File: config.mk
export PLATFORM = sky130hd
export DESIGN_NAME = asram_ctrl
export DESIGN_NICKNAME = d
export VERILOG_FILES = /design/src/rtl/asram_pkg.sv /design/src/rtl/asram_phase_timer.sv /design/src/rtl/asram_lane_capture.sv /design/src/rtl/asram_ctrl.sv
export SDC_FILE = /design/constraint.sdc
export NUM_CORES = 1
export LEC_CHECK = 0
export ABC_AREA = 1
export ABC_CLOCK_PERIOD_IN_PS = 2550
export BUFFER_PORTS_ARGS = -buffer_cell sky130_fd_sc_hd__buf_2
export CAP_MARGIN = 5
export CORE_AREA = 2 2 78 80
export DETAILED_ROUTE_END_ITERATION = 8
export DIE_AREA = 0 0 80 82
export HOLD_SLACK_MARGIN = 0.08
export PLACE_DENSITY_LB_ADDON = 0.25
export SLEW_MARGIN = 20
export SYNTH_ARGS = -nofsm -noshare
export SYNTH_HDL_FRONTEND = slang
export SYNTH_HIERARCHICAL = 1
export SYNTH_SLANG_ARGS = --single-unit
File: constraint.sdc
create_clock -name clk -period 2.55 [get_ports clk]
set_clock_uncertainty 0.05 [all_clocks]
set_input_delay 0.1275 -clock clk [delete_from_list [all_inputs] [get_ports clk]]
set_output_delay 0.1275 -clock clk [all_outputs]
set_load 0.1 [all_outputs]
File: src/rtl/asram_pkg.sv
package asram_pkg;

    typedef enum logic [2:0] {
        ST_IDLE,
        ST_RD_ACC,
        ST_RD_REL,
        ST_WR_PULSE,
        ST_WR_HOLD
    } asram_state_e;

    // ceil(ns / clk_ns), at least one cycle
    function automatic int unsigned ns2cyc(input int unsigned ns, input int unsigned clk_ns);
        int unsigned c;
        c = (ns + clk_ns - 1) / clk_ns;
        if (c < 1) c = 1;
        return c;
    endfunction

    function automatic int unsigned cyc_max(input int unsigned a, input int unsigned b);
        return (a > b) ? a : b;
    endfunction

endpackage

File: src/rtl/asram_phase_timer.sv
module asram_phase_timer #(
    parameter int unsigned CNT_W = 4
) (
    input  logic             clk,
    input  logic             rst_n,
    input  logic             load,
    input  logic [CNT_W-1:0] load_val,
    output logic             expired
);
    logic [CNT_W-1:0] cnt_q;

    always_ff @(posedge clk) begin
        if (!rst_n) begin
            cnt_q <= '0;
        end else if (load) begin
            cnt_q <= load_val;
        end else if (cnt_q != '0) begin
            cnt_q <= cnt_q - 1'b1;
        end
    end

    assign expired = (cnt_q == '0);
endmodule

File: src/rtl/asram_lane_capture.sv
module asram_lane_capture #(
    parameter int unsigned LANES = 2
) (
    input  logic               clk,
    input  logic               rst_n,
    input  logic               capture,
    input  logic [LANES-1:0]   lane_en,
    input  logic [LANES*8-1:0] bus_in,
    output logic [LANES*8-1:0] data_q
);
    for (genvar l = 0; l < LANES; l++) begin : g_lane
        always_ff @(posedge clk) begin
            if (!rst_n) begin
                data_q[l*8 +: 8] <= '0;
            end else if (capture) begin
                data_q[l*8 +: 8] <= lane_en[l] ? bus_in[l*8 +: 8] : 8'h00;
            end
        end
    end
endmodule

File: src/rtl/asram_ctrl.sv
module asram_ctrl
    import asram_pkg::*;
#(
    parameter int unsigned ADDR_W    = 20,
    parameter int unsigned DATA_W    = 16,
    parameter int unsigned CLK_NS    = 10,
    parameter int unsigned T_RC_NS   = 45,
    parameter int unsigned T_AA_NS   = 45,
    parameter int unsigned T_WC_NS   = 45,
    parameter int unsigned T_PWE_NS  = 35,
    parameter int unsigned T_AW_NS   = 40,
    parameter int unsigned T_SD_NS   = 25,
    parameter int unsigned T_HZOE_NS = 15,
    localparam int unsigned LANES    = DATA_W / 8
) (
    input  logic              clk,
    input  logic              rst_n,
    input  logic              req_valid,
    output logic              req_ready,
    input  logic              req_write,
    input  logic [ADDR_W-1:0] req_addr,
    input  logic [DATA_W-1:0] req_wdata,
    input  logic [LANES-1:0]  req_be,
    output logic              rsp_valid,
    output logic [DATA_W-1:0] rsp_rdata,
    output logic [ADDR_W-1:0] mem_addr,
    output logic              mem_ce1_n,
    output logic              mem_ce2,
    output logic              mem_oe_n,
    output logic              mem_we_n,
    output logic [LANES-1:0]  mem_lane_n,
    output logic [DATA_W-1:0] mem_dq_out,
    output logic              mem_dq_oe,
    input  logic [DATA_W-1:0] mem_dq_in
);
    localparam int unsigned RD_CYC  = cyc_max(ns2cyc(T_RC_NS, CLK_NS), ns2cyc(T_AA_NS, CLK_NS));
    localparam int unsigned WC_REST = (ns2cyc(T_WC_NS, CLK_NS) > 1) ? ns2cyc(T_WC_NS, CLK_NS) - 1 : 1;
    localparam int unsigned WR_CYC  = cyc_max(cyc_max(ns2cyc(T_PWE_NS, CLK_NS), ns2cyc(T_AW_NS, CLK_NS)),
                                              cyc_max(ns2cyc(T_SD_NS, CLK_NS), WC_REST));
    localparam int unsigned REL_CYC = ns2cyc(T_HZOE_NS, CLK_NS);
    localparam int unsigned MAX_CYC = cyc_max(cyc_max(RD_CYC, WR_CYC), REL_CYC);
    localparam int unsigned CNT_W   = $clog2(MAX_CYC + 1);
    localparam int unsigned GAP_W   = $clog2(REL_CYC + 2);

    asram_state_e state_q, state_d;

    logic [ADDR_W-1:0] addr_q;
    logic [DATA_W-1:0] wdata_q;
    logic [LANES-1:0]  be_q;
    logic              phase_done;
    logic              tmr_load;
    logic [CNT_W-1:0]  tmr_val;
    logic              capture;
    logic              accept;

    assign accept = (state_q == ST_IDLE) && req_valid;

    // next-state logic
    always_comb begin
        state_d = state_q;
        unique case (state_q)
            ST_IDLE:     if (req_valid) state_d = req_write ? ST_WR_PULSE : ST_RD_ACC;
            ST_RD_ACC:   if (phase_done) state_d = ST_RD_REL;
            ST_RD_REL:   if (phase_done) state_d = ST_IDLE;
            ST_WR_PULSE: if (phase_done) state_d = ST_WR_HOLD;
            ST_WR_HOLD:  state_d = ST_IDLE;
            default:     state_d = ST_IDLE;
        endcase
    end

    // phase length loaded when a state is entered
    always_comb begin
        tmr_load = (state_d != state_q);
        unique case (state_d)
            ST_RD_ACC:   tmr_val = CNT_W'(RD_CYC - 1);
            ST_RD_REL:   tmr_val = CNT_W'(REL_CYC - 1);
            ST_WR_PULSE: tmr_val = CNT_W'(WR_CYC - 1);
            default:     tmr_val = '0;
        endcase
    end

    // state register
    always_ff @(posedge clk) begin
        if (!rst_n) begin
            state_q <= ST_IDLE;
        end else begin
            state_q <= state_d;
        end
    end

    // request holding registers
    always_ff @(posedge clk) begin
        if (!rst_n) begin
            addr_q  <= '0;
            wdata_q <= '0;
            be_q    <= '0;
        end else if (accept) begin
            addr_q  <= req_addr;
            wdata_q <= req_wdata;
            be_q    <= req_be;
        end
    end

    asram_phase_timer #(.CNT_W(CNT_W)) u_timer (
        .clk      (clk),
        .rst_n    (rst_n),
        .load     (tmr_load),
        .load_val (tmr_val),
        .expired  (phase_done)
    );

    assign capture = (state_q == ST_RD_ACC) && phase_done;

    asram_lane_capture #(.LANES(LANES)) u_capture (
        .clk     (clk),
        .rst_n   (rst_n),
        .capture (capture),
        .lane_en (be_q),
        .bus_in  (mem_dq_in),
        .data_q  (rsp_rdata)
    );

    always_ff @(posedge clk) begin
        if (!rst_n) begin
            rsp_valid <= 1'b0;
        end else begin
            rsp_valid <= capture;
        end
    end

    // output decode
    always_comb begin
        req_ready  = 1'b0;
        mem_ce1_n  = 1'b1;
        mem_ce2    = 1'b0;
        mem_oe_n   = 1'b1;
        mem_we_n   = 1'b1;
        mem_lane_n = '1;
        mem_dq_oe  = 1'b0;
        unique case (state_q)
            ST_IDLE: req_ready = 1'b1;
            ST_RD_ACC: begin
                mem_ce1_n  = 1'b0;
                mem_ce2    = 1'b1;
                mem_oe_n   = 1'b0;
                mem_lane_n = ~be_q;
            end
            ST_RD_REL: ;
            ST_WR_PULSE: begin
                mem_ce1_n  = 1'b0;
                mem_ce2    = 1'b1;
                mem_we_n   = 1'b0;
                mem_lane_n = ~be_q;
                mem_dq_oe  = 1'b1;
            end
            ST_WR_HOLD: begin
                mem_ce1_n  = 1'b0;
                mem_ce2    = 1'b1;
                mem_lane_n = ~be_q;
                mem_dq_oe  = 1'b1;
            end
            default: ;
        endcase
    end

    assign mem_addr   = addr_q;
    assign mem_dq_out = wdata_q;

    // cycles since the output strobe was last low (saturating)
    logic [GAP_W-1:0] oe_gap_q;
    always_ff @(posedge clk) begin
        if (!rst_n) begin
            oe_gap_q <= GAP_W'(REL_CYC + 1);
        end else if (!mem_oe_n) begin
            oe_gap_q <= '0;
        end else if (oe_gap_q != GAP_W'(REL_CYC + 1)) begin
            oe_gap_q <= oe_gap_q + 1'b1;
        end
    end


    we_oe_excl_chk: assert property (@(posedge clk) disable iff (!rst_n)
        !(!mem_we_n && !mem_oe_n));


    no_contention_chk: assert property (@(posedge clk) disable iff (!rst_n)
        mem_dq_oe |-> mem_oe_n);


    release_gap_chk: assert property (@(posedge clk) disable iff (!rst_n)
        mem_dq_oe |-> (oe_gap_q >= GAP_W'(REL_CYC)));


    drive_stop_chk: assert property (@(posedge clk) disable iff (!rst_n)
        $fell(mem_oe_n) |-> !$past(mem_dq_oe));


    wr_hold_chk: assert property (@(posedge clk) disable iff (!rst_n)
        $rose(mem_we_n) |-> (!mem_ce1_n && mem_ce2 && $stable(mem_addr)
                             && $stable(mem_lane_n) && mem_dq_oe));


    rsp_pulse_chk: assert property (@(posedge clk) disable iff (!rst_n)
        rsp_valid |=> !rsp_valid);


    ready_idle_chk: assert property (@(posedge clk) disable iff (!rst_n)
        req_ready |-> (mem_ce1_n && !mem_ce2 && mem_we_n && mem_oe_n && !mem_dq_oe));

endmodule

# Word level (Yosys, flattened, before mapping)
# Index checks and enable logic that the tools add are counted.
# word_totals
reg_bits	61
inputBits	58
output_inout_bits	61
wordCells	44
# op_classes
addsub	1
n_eq_ne	8
mux	18
n_bitwise	1
reduce_logical	8
# ops
operator	count
$mux W3	6
$mux W8	2
$eq A3 B2 Y1 const B	4
$pmux W3 S4	1
$pmux W3 S3	1
$eq A3 B1 Y1 const B	2
$logic_not A3 Y1	2
$mux W1	6
$mux W2	2
$eq A3 B3 Y1 const B	1
$ne A3 B3 Y1	1
$reduce_bool A3 Y1	1
$reduce_or A3 Y1	1
$sub A3 B1 Y3 const B	1
$logic_and A1 B1 Y1	2
$not A2 Y2	1
$reduce_bool A2 Y1	1
$reduce_or A2 Y1	1

# Longest topological paths before layout
# Gate-level depths: netlist of run 1.
# depth
depth_word	6
mapped_depth	13

# Modules after synthesis
# Netlist of run 1, hierarchy kept.
# by_module_without_submodules
mod	n_inst	cells_each	area_each_um2	seq_area_each_um2
asram_ctrl	1	216	1756.7	840.8
asram_lane_capture	1	72	673.1	320.3
asram_phase_timer	1	29	200.2	60.1

# Least setup slack after synthesis of run 1
# OpenSTA, ideal clock, no wires.
# synth_path
path_kind	register to output
startpoint	reg state_q[2]
endpoint	out mem_dq_oe
arrival_ns	2.214
t_required_ns	2.372
slack_ns	0.158
stages_incl_launch_ff	6
path_buffers	0
path_cell_list	dfxtp_1 -> inv_1 -> nand2_1 -> inv_1 -> nand2_1 -> nand2_1
# synth_between
elab_chain_cells	3
elab_cells_between_ends	4
classes_between	eq/ne: 2; mux: 1; reduce/logical: 1
# synth_lines
item	line_no	text
from (decl)	asram_ctrl.sv:45	asram_state_e state_q, state_d;
from (signal assigned)	asram_ctrl.sv:87	state_q <= state_d;
$eq A3 B3 Y1 or $eq A3 B2 Y1 (tied branches)	asram_ctrl.sv:140	unique case (state_q)
$reduce_or A2 Y1 (no source line) (*)	n/a	
$mux W1 (*)	asram_ctrl.sv:140	
to (decl)	asram_ctrl.sv:33	output logic mem_dq_oe,
# Every way passes the cells marked *; elsewhere a longest branch is shown, timed or not.

# Worst setup path after layout of run 1
# layout_path
startpoint	reg u_timer.cnt_q[0]
endpoint	reg u_timer.cnt_q[1]
# layout_between
elab_cells_between_ends	15
classes_between	add/sub: 1; eq/ne: 4; mux: 7; reduce/logical: 3
# layout_rtl
item	line_no	text
from (decl)	asram_phase_timer.sv:10	logic [CNT_W-1:0] cnt_q;
from (signal assigned)	asram_phase_timer.sv:16	cnt_q <= load_val;
from (signal assigned)	asram_phase_timer.sv:18	cnt_q <= cnt_q - 1'b1;
$logic_not A3 Y1 (*)	asram_phase_timer.sv:22	assign expired = (cnt_q == '0);
named net phase_done	asram_ctrl.sv:50	logic phase_done;
$mux W3 (on tied branches)	asram_ctrl.sv:65, asram_ctrl.sv:63, asram_ctrl.sv:64	
$pmux W3 S4 (*)	asram_ctrl.sv:61	unique case (state_q)
$ne A3 B3 Y1 (*)	asram_ctrl.sv:73	tmr_load = (state_d != state_q);
named net tmr_load	asram_ctrl.sv:51	logic tmr_load;
$mux W3 or $reduce_bool A2 Y1 (tied branches)	n/a	
# The timed path passes the listed nets; every way through them passes the cells marked *. The select of a mux whose other input is x is not followed.
# A chain may end at the register's enable or synchronous reset.

==> results of run 1 <==
-- cell families (layout without fill, tap and decap cells) --
| kind of cell | count (synthesis) | after routing | synth area share (%) |
|---|---|---|---|
| AOI/OAI and AO/OA | 62 | 62 | 14.9 |
| adders and majority gates | 2 | 2 | 0.951 |
| xor gates and xnor gates | 1 | 1 | 0.333 |
| DFF | 61 | 61 | 46.4 |
| and+or+nand+nor | 146 | 146 | 28.0 |
| buffers and inverters | 45 | 217 | 9.37 |
-- cell usage in the layout (no fill, tap or decap), types with 2 or more instances in the layout --
cell,count
sky130_fd_sc_hd__buf_2,118
sky130_fd_sc_hd__nand2_1,62
sky130_fd_sc_hd__dfxtp_1,61
sky130_fd_sc_hd__dlygate4sd3_1,55
sky130_fd_sc_hd__nand3_1,47
sky130_fd_sc_hd__a21oi_1,37
sky130_fd_sc_hd__a21oi_2,21
sky130_fd_sc_hd__inv_1,16
sky130_fd_sc_hd__nand2_2,11
sky130_fd_sc_hd__nand3_2,11
sky130_fd_sc_hd__clkbuf_8,11
sky130_fd_sc_hd__nor2_1,9
sky130_fd_sc_hd__inv_2,5
sky130_fd_sc_hd__buf_4,4
sky130_fd_sc_hd__nand4_1,3
sky130_fd_sc_hd__o21ai_0,3
sky130_fd_sc_hd__clkinv_4,2
sky130_fd_sc_hd__clkinvlp_4,2
sky130_fd_sc_hd__ha_1,2
-- layer usage --
| metal | share of wire [%] | vias to the layer above | GRT usage, % |
|---|---|---|---|
| li1 | - | 1377 | - |
| met1 | 43 | 1251 | 26.8 |
| met2 | 47 | 113 | 38.6 |
| met3 | 8.7 | 9 | 6.70 |
| met4 | 1.7 | 0 | 8.64 |
| met5 | 0 | - | 0 |
-- layout make-up --
| class | count | share of cell area [%] |
|---|---|---|
| multi-input combinational | 211 | 29.3 |
| clock buffer | 11 | 3.81 |
| inverter | 23 | 2.30 |
| timing repair buffer | 178 | 30.0 |
| sequential | 61 | 30.8 |
| tap | 75 | 2.36 |
| clock inverter | 5 | 1.48 |
-- worst max-delay path: cells and delay by family, from the launching register on --
family          cells  cell delay [ps]
buf+inv             3              270
flops               1              330
fa+ha+maj           1              210
compound gates      1              160
simple gates        6              980
-- state kept, by name (all words and copies together), names as in the netlist --
name / flops
u_timer/cnt_q: 3
be_q: 2
state_q: 3
u_capture/data_q: 16
mem_dq_out: 16
rsp_valid: 1
mem_addr: 20
-- timing repair --
action | in CTS | in global routing
hold buffers | 55 | 0
hold endpoints to repair | 56 | 0
buffers inserted | 0 | 0
-- worst max path at each step --
stage | start | endpoint | slack, ps | depth (start not counted)
3_3_place_gp | u_timer/cnt_q[0]$_SDFFE_PN0P_ | u_timer/cnt_q[1]$_SDFFE_PN0P_ | 630 | 11
2_1_floorplan | state_q[2]$_SDFF_PN0_ | mem_dq_oe | 160 | 5
4_1_cts | u_timer/cnt_q[0]$_SDFFE_PN0P_ | u_timer/cnt_q[1]$_SDFFE_PN0P_ | 500 | 11
5_1_grt | u_timer/cnt_q[0]$_SDFFE_PN0P_ | u_timer/cnt_q[1]$_SDFFE_PN0P_ | 250 | 11
6_report | u_timer/cnt_q[0]$_SDFFE_PN0P_ | u_timer/cnt_q[1]$_SDFFE_PN0P_ | 460 | 11
3_5_place_dp | u_timer/cnt_q[0]$_SDFFE_PN0P_ | u_timer/cnt_q[1]$_SDFFE_PN0P_ | 510 | 11
-- stage by stage --
stage	cell area (um2)	setup WS (ps)	power, mW	util (%)	hold slack (ps)
detailed placement	3210	512	2.78	55.9	348
global placement	3210	627	2.77	55.9	345
floorplan	2630	158	2.57	-	213
CTS	3970	501	3.74	69.1	130
global route	3970	251	3.90	69.1	157
finish	3970	457	3.73	69.1	150
-- power by group through the flow --
stage,clock network [mW],logic [mW],registers [mW]
after floorplan,0,0.838,1.73
after global placement,0,1.61,1.16
after detailed placement,0,1.63,1.16
after CTS,0.913,1.69,1.14
after global routing,0.943,1.80,1.16
final,0.887,1.70,1.14
==> insert_results.sql, run 1 <==
INSERT INTO impl_metrics (metric_group, metric, value, unit) VALUES
('outcome', 'result_of_the_run', 'finished, final reports clean', ''),
('synth', 'ys_top_cells_by_count', '62 x sky130_fd_sc_hd__nand2_1, 61 x sky130_fd_sc_hd__dfxtp_1, 47 x sky130_fd_sc_hd__nand3_1, 37 x sky130_fd_sc_hd__a21oi_1, 21 x sky130_fd_sc_hd__a21oi_2', ''),
('synth', 'synthCells', '317', ''),
('critical_path', 'critPathArrivalTime', '2270', 'ps'),
('global_routing', 'maximum_number_of_pins_on_one_net_before_global_route_repair', '33', ''),
('finish', 'multiInputGateArea', '1160', 'um2'),
('sta', 'max_clock_freq', '478', 'MHz'),
('drt', 'detailed_route_iter0_violations', '90', ''),
('sta', 'max_slew.worst_pin.slew', '678', 'ps'),
('min_path', 'worst_hold_path_type', 'primary input to flop', ''),
('synth', 'synth-edff-count', '0', ''),
('synth', 'synth_top_cells_by_area', 'sky130_fd_sc_hd__dfxtp_1 46%, sky130_fd_sc_hd__nand3_1 8.9%, sky130_fd_sc_hd__nand2_1 8.8%', ''),
('min_path', 'worstHoldStart', 'req_valid', ''),
('synth', 'synth.most_common_cell', 'sky130_fd_sc_hd__nand2_1', ''),
('critical_path', 'cpPeakStageDelay', '330', 'ps'),
('sta', 'final_hold_viol_count', '0', ''),
('sta', 'grt_setup_unrepaired', 'no', ''),
('global_routing', 'total_overflow_reported_by_the_global_router', '0', ''),
('synth', 'ys_seq_area_share', '46.4', '%'),
('drt', 'detail_route.wl_per_cell', '13.1', 'um'),
('power', 'power.net_switching', '1.78', 'mW'),
('power', 'share_seq_of_total_power', '30.7', '%'),
('power', 'p_per_area', '939', 'nW/um2'),
('critical_path', 'rr_endpoint', 'u_timer/cnt_q[1]$_SDFFE_PN0P_', ''),
('finish', 'ff_latch_area', '1220', 'um2'),
('clocking', 'max-clock-path-buffers', '2', ''),
('job', 'maxCapViolations', '0', ''),
('synth', 'ys_dominant_reg_cell', 'sky130_fd_sc_hd__dfxtp_1', ''),
('power', 'peakVddDrop', '0.000638', 'V'),
('finish', 'net_count_final', '544', ''),
('drt', 'drc_errors', '0', ''),
('global_routing', 'first_global_vias', '2604', ''),
('synth', 'ys_seq_elements', '61', ''),
('sta', 'post-route-min-period', '2090', 'ps'),
('clocking', 'tritoncts', 'yes', ''),
('synth', 'synth.net_count', '377', ''),
('min_path', 'whs_path_depth', '3', ''),
('clocking', 'clk_root_buffer_cell', 'sky130_fd_sc_hd__clkbuf_8', ''),
('synth', 'synth_top_cell_area_share', '46.4', '%'),
('drt', 'dr_total_vias', '2750', ''),
('power', 'internal-power', '1.95', 'mW'),
('floorplan', 'ioPinCount', '119', ''),
('placement', 'finalWeightedCongestion', '0.839', ''),
('global_routing', 'first_pass_grt_wire_length', '11600', 'um'),
('synth', 'synth_cell_types', '27', ''),
('drt', 'via_density_per_instance', '4.88', ''),
('clocking', 'post_cts.resized_instances', '0', ''),
('floorplan', 'effective_utilization_at_floorplan', '45.8', '%'),
('sta', 'finalSetupTns', '0', 'ps'),
('global_routing', 'global_route.usage.total', '22.6', '%'),
('floorplan', 'dieArea', '6560', 'um2'),
('critical_path', 'cp_max_fo', '6', ''),
('finish', 'antenna_cells_inserted', '0', ''),
('floorplan', 'std_cell_rows', '28', ''),
('sta', 'finalCritPeriodShare', '82.1', '%'),
('sta', 'relSlewSlack', '54.8', '%'),
('clocking', 'cts_htree_levels', '3', ''),
('placement', 'place_hpwl', '4420', 'um'),
('clocking', 'insertion_delay_to_the_later_sink_of_the_worst_skew_pair', '330', 'ps'),
('sta', 'report.final.slew_viol_count', '0', ''),
('critical_path', 'r2r.worst_path.cells', '11', ''),
('critical_path', 'timing.critical_path.slowest_stage_cell', 'sky130_fd_sc_hd__dfxtp_1', ''),
('min_path', 'timing.hold.worst_endpoint', 'mem_dq_out[10]$_SDFFE_PN0P_', ''),
('placement', 'port-buffer-count', '118', ''),
('critical_path', 'critPathCaptureType', 'flop', ''),
('critical_path', 'critPathKind', 'flop to flop', ''),
('placement', 'numPlacedInstances', '493', ''),
('global_routing', 'grt_antenna_before_repair', '0', ''),
('critical_path', 'crit_chain', 'inv_1 -> ha_1 -> inv_1 -> nor2_1 -> nand4_1 -> nand4_1 -> nand3_1 -> inv_2 -> nand3_2 -> o21ai_0 -> nor2_1', ''),
('finish', 'synthToLayoutAreaGrowth', '51.0', '%'),
('power', 'combinationalPowerShare', '45.5', '%');
Power figures use the tool's default switching activity.
==> inputs of run 2 (changes only) <==
--- a/config.mk
+++ b/config.mk
@@ -6,7 +6,7 @@
 export NUM_CORES = 1
 export LEC_CHECK = 0
 export ABC_AREA = 1
-export ABC_CLOCK_PERIOD_IN_PS = 2550
+export ABC_CLOCK_PERIOD_IN_PS = 2100
 export BUFFER_PORTS_ARGS = -buffer_cell sky130_fd_sc_hd__buf_2
 export CAP_MARGIN = 5
 export CORE_AREA = 2 2 78 80
==> constraint.sdc (replaced) <==
create_clock -name clk -period 2.1 [get_ports clk]
set_clock_uncertainty 0.05 [all_clocks]
set_input_delay 0.105 -clock clk [delete_from_list [all_inputs] [get_ports clk]]
set_output_delay 0.105 -clock clk [all_outputs]
set_load 0.1 [all_outputs]
==> run 2 against run 1 <==
  * Critical path depth unchanged
  * Register-to-register slack worse by 290 ps
  * Sequential power up 22%
  * Power up 25%
==> insert_results.sql, run 2 (same netlist as run 1, synthesis figures left out) <==
INSERT INTO impl_metrics (metric_group, metric, value, unit) VALUES
('clocking', 'cts_htree_levels', '3', ''),
('placement', 'finalWeightedCongestion', '0.862', ''),
('drt', 'drc_errors', '0', ''),
('floorplan', 'std_cell_rows', '28', ''),
('finish', 'mostFrequentLayoutCells', '118 x sky130_fd_sc_hd__buf_2, 61 x sky130_fd_sc_hd__dfxtp_1, 60 x sky130_fd_sc_hd__nand2_1', ''),
('power', 'peakVddDrop', '0.000609', 'V'),
('critical_path', 'cp_max_fo', '6', ''),
('clocking', 'clk_root_buffer_cell', 'sky130_fd_sc_hd__clkbuf_8', ''),
('sta', 'timing.final.setup_violations', '0', ''),
('clocking', 'cts_inserted_buffers', '9', ''),
('floorplan', 'ioPinCount', '119', ''),
('floorplan', 'core_region_area', '5750', 'um2'),
('finish', 'antenna_cells_inserted', '0', ''),
('sta', 'post-route-min-period', '1940', 'ps'),
('clocking', 'clkSinkCount', '61', ''),
('power', 'power.net_switching', '2.22', 'mW'),
('clocking', 'tritoncts', 'yes', ''),
('critical_path', 'cpPeakStageDelay', '320', 'ps'),
('job', 'maxCapViolations', '0', ''),
('power', 'p_leak', '1.82', 'nW'),
('critical_path', 'cp-start-kind', 'flop', ''),
('finish', 'finalCoreUtilization', '70.0', '%'),
('floorplan', 'chipHeight', '82', 'um'),
('finish', 'synthToLayoutAreaGrowth', '52.9', '%'),
('power', 'combinationalPowerShare', '45.1', '%'),
('min_path', 'worst_hold_path_type', 'primary input to flop', ''),
('clocking', 'max-clock-path-buffers', '2', ''),
('drt', 'detailed_route_iter0_violations', '112', ''),
('critical_path', 'cp.buffers_inverters', '3', ''),
('sta', 'max_clock_freq', '517', 'MHz'),
('sta', 'finalSetupTns', '0', 'ps'),
('critical_path', 'worst_ep_required_time', '2280', 'ps'),
('sta', 'report.final.slew_viol_count', '0', ''),
('power', 'share_clk_of_total_power', '25.1', '%'),
('clocking', 'cts.clk_slew.worst_paths', '70', 'ps'),
('sta', 'finalCritPeriodShare', '92.2', '%'),
('floorplan', 'effective_utilization_at_floorplan', '45.8', '%'),
('power', 'p_per_area', '1160', 'nW/um2'),
('drt', 'postRouteAntennaNets', '0', ''),
('critical_path', 'critPathArrivalTime', '2110', 'ps'),
('power', 'share_seq_of_total_power', '29.8', '%'),
('placement', 'port-buffer-count', '118', ''),
('sta', 'relSlewSlack', '54.9', '%'),
('floorplan', 'dieArea', '6560', 'um2'),
('sta', 'max_slew.worst_pin.slew', '675', 'ps'),
('critical_path', 'critPathCaptureType', 'flop', ''),
('critical_path', 'critPathKind', 'flop to flop', ''),
('power', 'internal-power', '2.45', 'mW'),
('finish', 'largest_register_ffs', '20', ''),
('global_routing', 'first_pass_grt_wire_length', '12600', 'um'),
('power', 'switching_share', '47.5', '%'),
('critical_path', 'crit_family', 'simple AND/OR/NAND/NOR gates', ''),
('outcome', 'result_of_the_run', 'finished, final reports clean', ''),
('critical_path', 'timing.critical_path.slowest_stage_cell', 'sky130_fd_sc_hd__dfxtp_1', ''),
('finish', 'layout.cells.most_common', 'sky130_fd_sc_hd__buf_2', ''),
('global_routing', 'maximum_number_of_pins_on_one_net_before_global_route_repair', '38', ''),
('drt', 'dr_total_vias', '2827', ''),
('sta', 'final_hold_viol_count', '0', ''),
('placement', 'place_hpwl', '4630', 'um'),
('drt', 'detail_route.wl_per_cell', '13.9', 'um'),
('sta', 'timing.hold.ws', '106', 'ps'),
('drt', 'dr.pass1.iters', '4', ''),
('global_routing', 'global_route.usage.total', '24.6', '%'),
('global_routing', 'grt_antenna_before_repair', '0', ''),
('finish', 'layout-drive-gt1-share', '39.6', '%'),
('drt', 'via_density_per_instance', '4.99', ''),
('drt', 'routed_wirelength', '7880', 'um'),
('clocking', 'insertion_delay_to_the_later_sink_of_the_worst_skew_pair', '330', 'ps'),
('global_routing', 'total_overflow_reported_by_the_global_router', '0', ''),
('clocking', 'post-cts-setup-buffer-count', '0', ''),
('global_routing', 'first_global_vias', '2876', ''),
('critical_path', 'crit_chain', 'inv_1 -> ha_1 -> inv_1 -> nor2_4 -> nand4_1 -> nand4_1 -> nand3_2 -> inv_2 -> nand3_2 -> o21ai_0 -> nor2_1', ''),
('floorplan', 'floorplan.die.width', '80', 'um'),
('finish', 'net_count_final', '547', '');
-- run 2: changes by cell type in the layout (fill, tap and decap cells not counted), moves of 2 or more --
cell and delta:
sky130_fd_sc_hd__inv_6 +2, sky130_fd_sc_hd__clkbuf_8 -2, sky130_fd_sc_hd__dlygate4sd3_1 +3, sky130_fd_sc_hd__nand2_1 -2, sky130_fd_sc_hd__nand2_2 +2
-- run 2: worst paths after layout --
check,to,from,slack (ps),cells after the start
max,u_timer/cnt_q[1]$_SDFFE_PN0P_,u_timer/cnt_q[0]$_SDFFE_PN0P_,160,11
min,mem_dq_out[5]$_SDFFE_PN0P_,req_valid,110,3
max reg2reg,u_timer/cnt_q[1]$_SDFFE_PN0P_,u_timer/cnt_q[0]$_SDFFE_PN0P_,160,11
min reg2reg,mem_addr[0]$_SDFFE_PN0P_,mem_addr[0]$_SDFFE_PN0P_,410,2
-- run 2: metal layers --
| metal | global-route usage [%] | part of all wire [%] | vias up |
|---|---|---|---|
| met3 | 7.47 | 7.3 | 12 |
| met1 | 25.7 | 41 | 1310 |
| met4 | 8.81 | 0.93 | 0 |
| met5 | 0 | 0 | - |
| li1 | - | - | 1386 |
| met2 | 46.4 | 51 | 119 |
-- run 2: area by class of cell --
class                   instances  area [um2]
fillers                       461        1720
flip-flops and latches         61        1220
clock inverters                 6        95.1
well taps                      75        93.8
repair buffers                181        1210
multi-input cells             211        1180
inverters                      23        95.1
clock buffers                  10         128
-- run 2: power by group through the flow --
| stage | combinational [mW] | sequential, mW | clock, mW |
|---|---|---|---|
| detailed placement | 1.98 | 1.41 | 0 |
| floorplan | 1.02 | 2.11 | 0 |
| finish | 2.11 | 1.39 | 1.17 |
| CTS | 2.08 | 1.38 | 1.20 |
| global placement | 1.96 | 1.41 | 0 |
| global route | 2.25 | 1.41 | 1.25 |
-- run 2: metrics by stage --
| stage | setup slack, ps | area (um2) | cells | power (mW) |
|---|---|---|---|---|
| floorplan | -55.0 | 2640 | 317 | 3.13 |
| CTS | 7.34 | 4010 | 567 | 4.66 |
| global route | -10.1 | 4020 | 567 | 4.91 |
| global placement | 186 | 3210 | 493 | 3.37 |
| detailed placement | 70.3 | 3210 | 493 | 3.39 |
| finish | 164 | 4020 | 567 | 4.67 |
-- run 2: repair_timing --
item / in CTS / in global routing
resized for setup: 0 / 3
hold buffers: 58 / 0
hold endpoints to repair: 56 / 0
setup endpoints to repair: 0 / 3
-- run 2: worst reg2reg max path, delay by kind of cell (launching register included) --
family,cells,cell delay (ps)
AOI/OAI and AO/OA,1,170
adders and majority gates,1,210
buffers and inverters,3,290
DFF,1,320
and+or+nand+nor,6,780
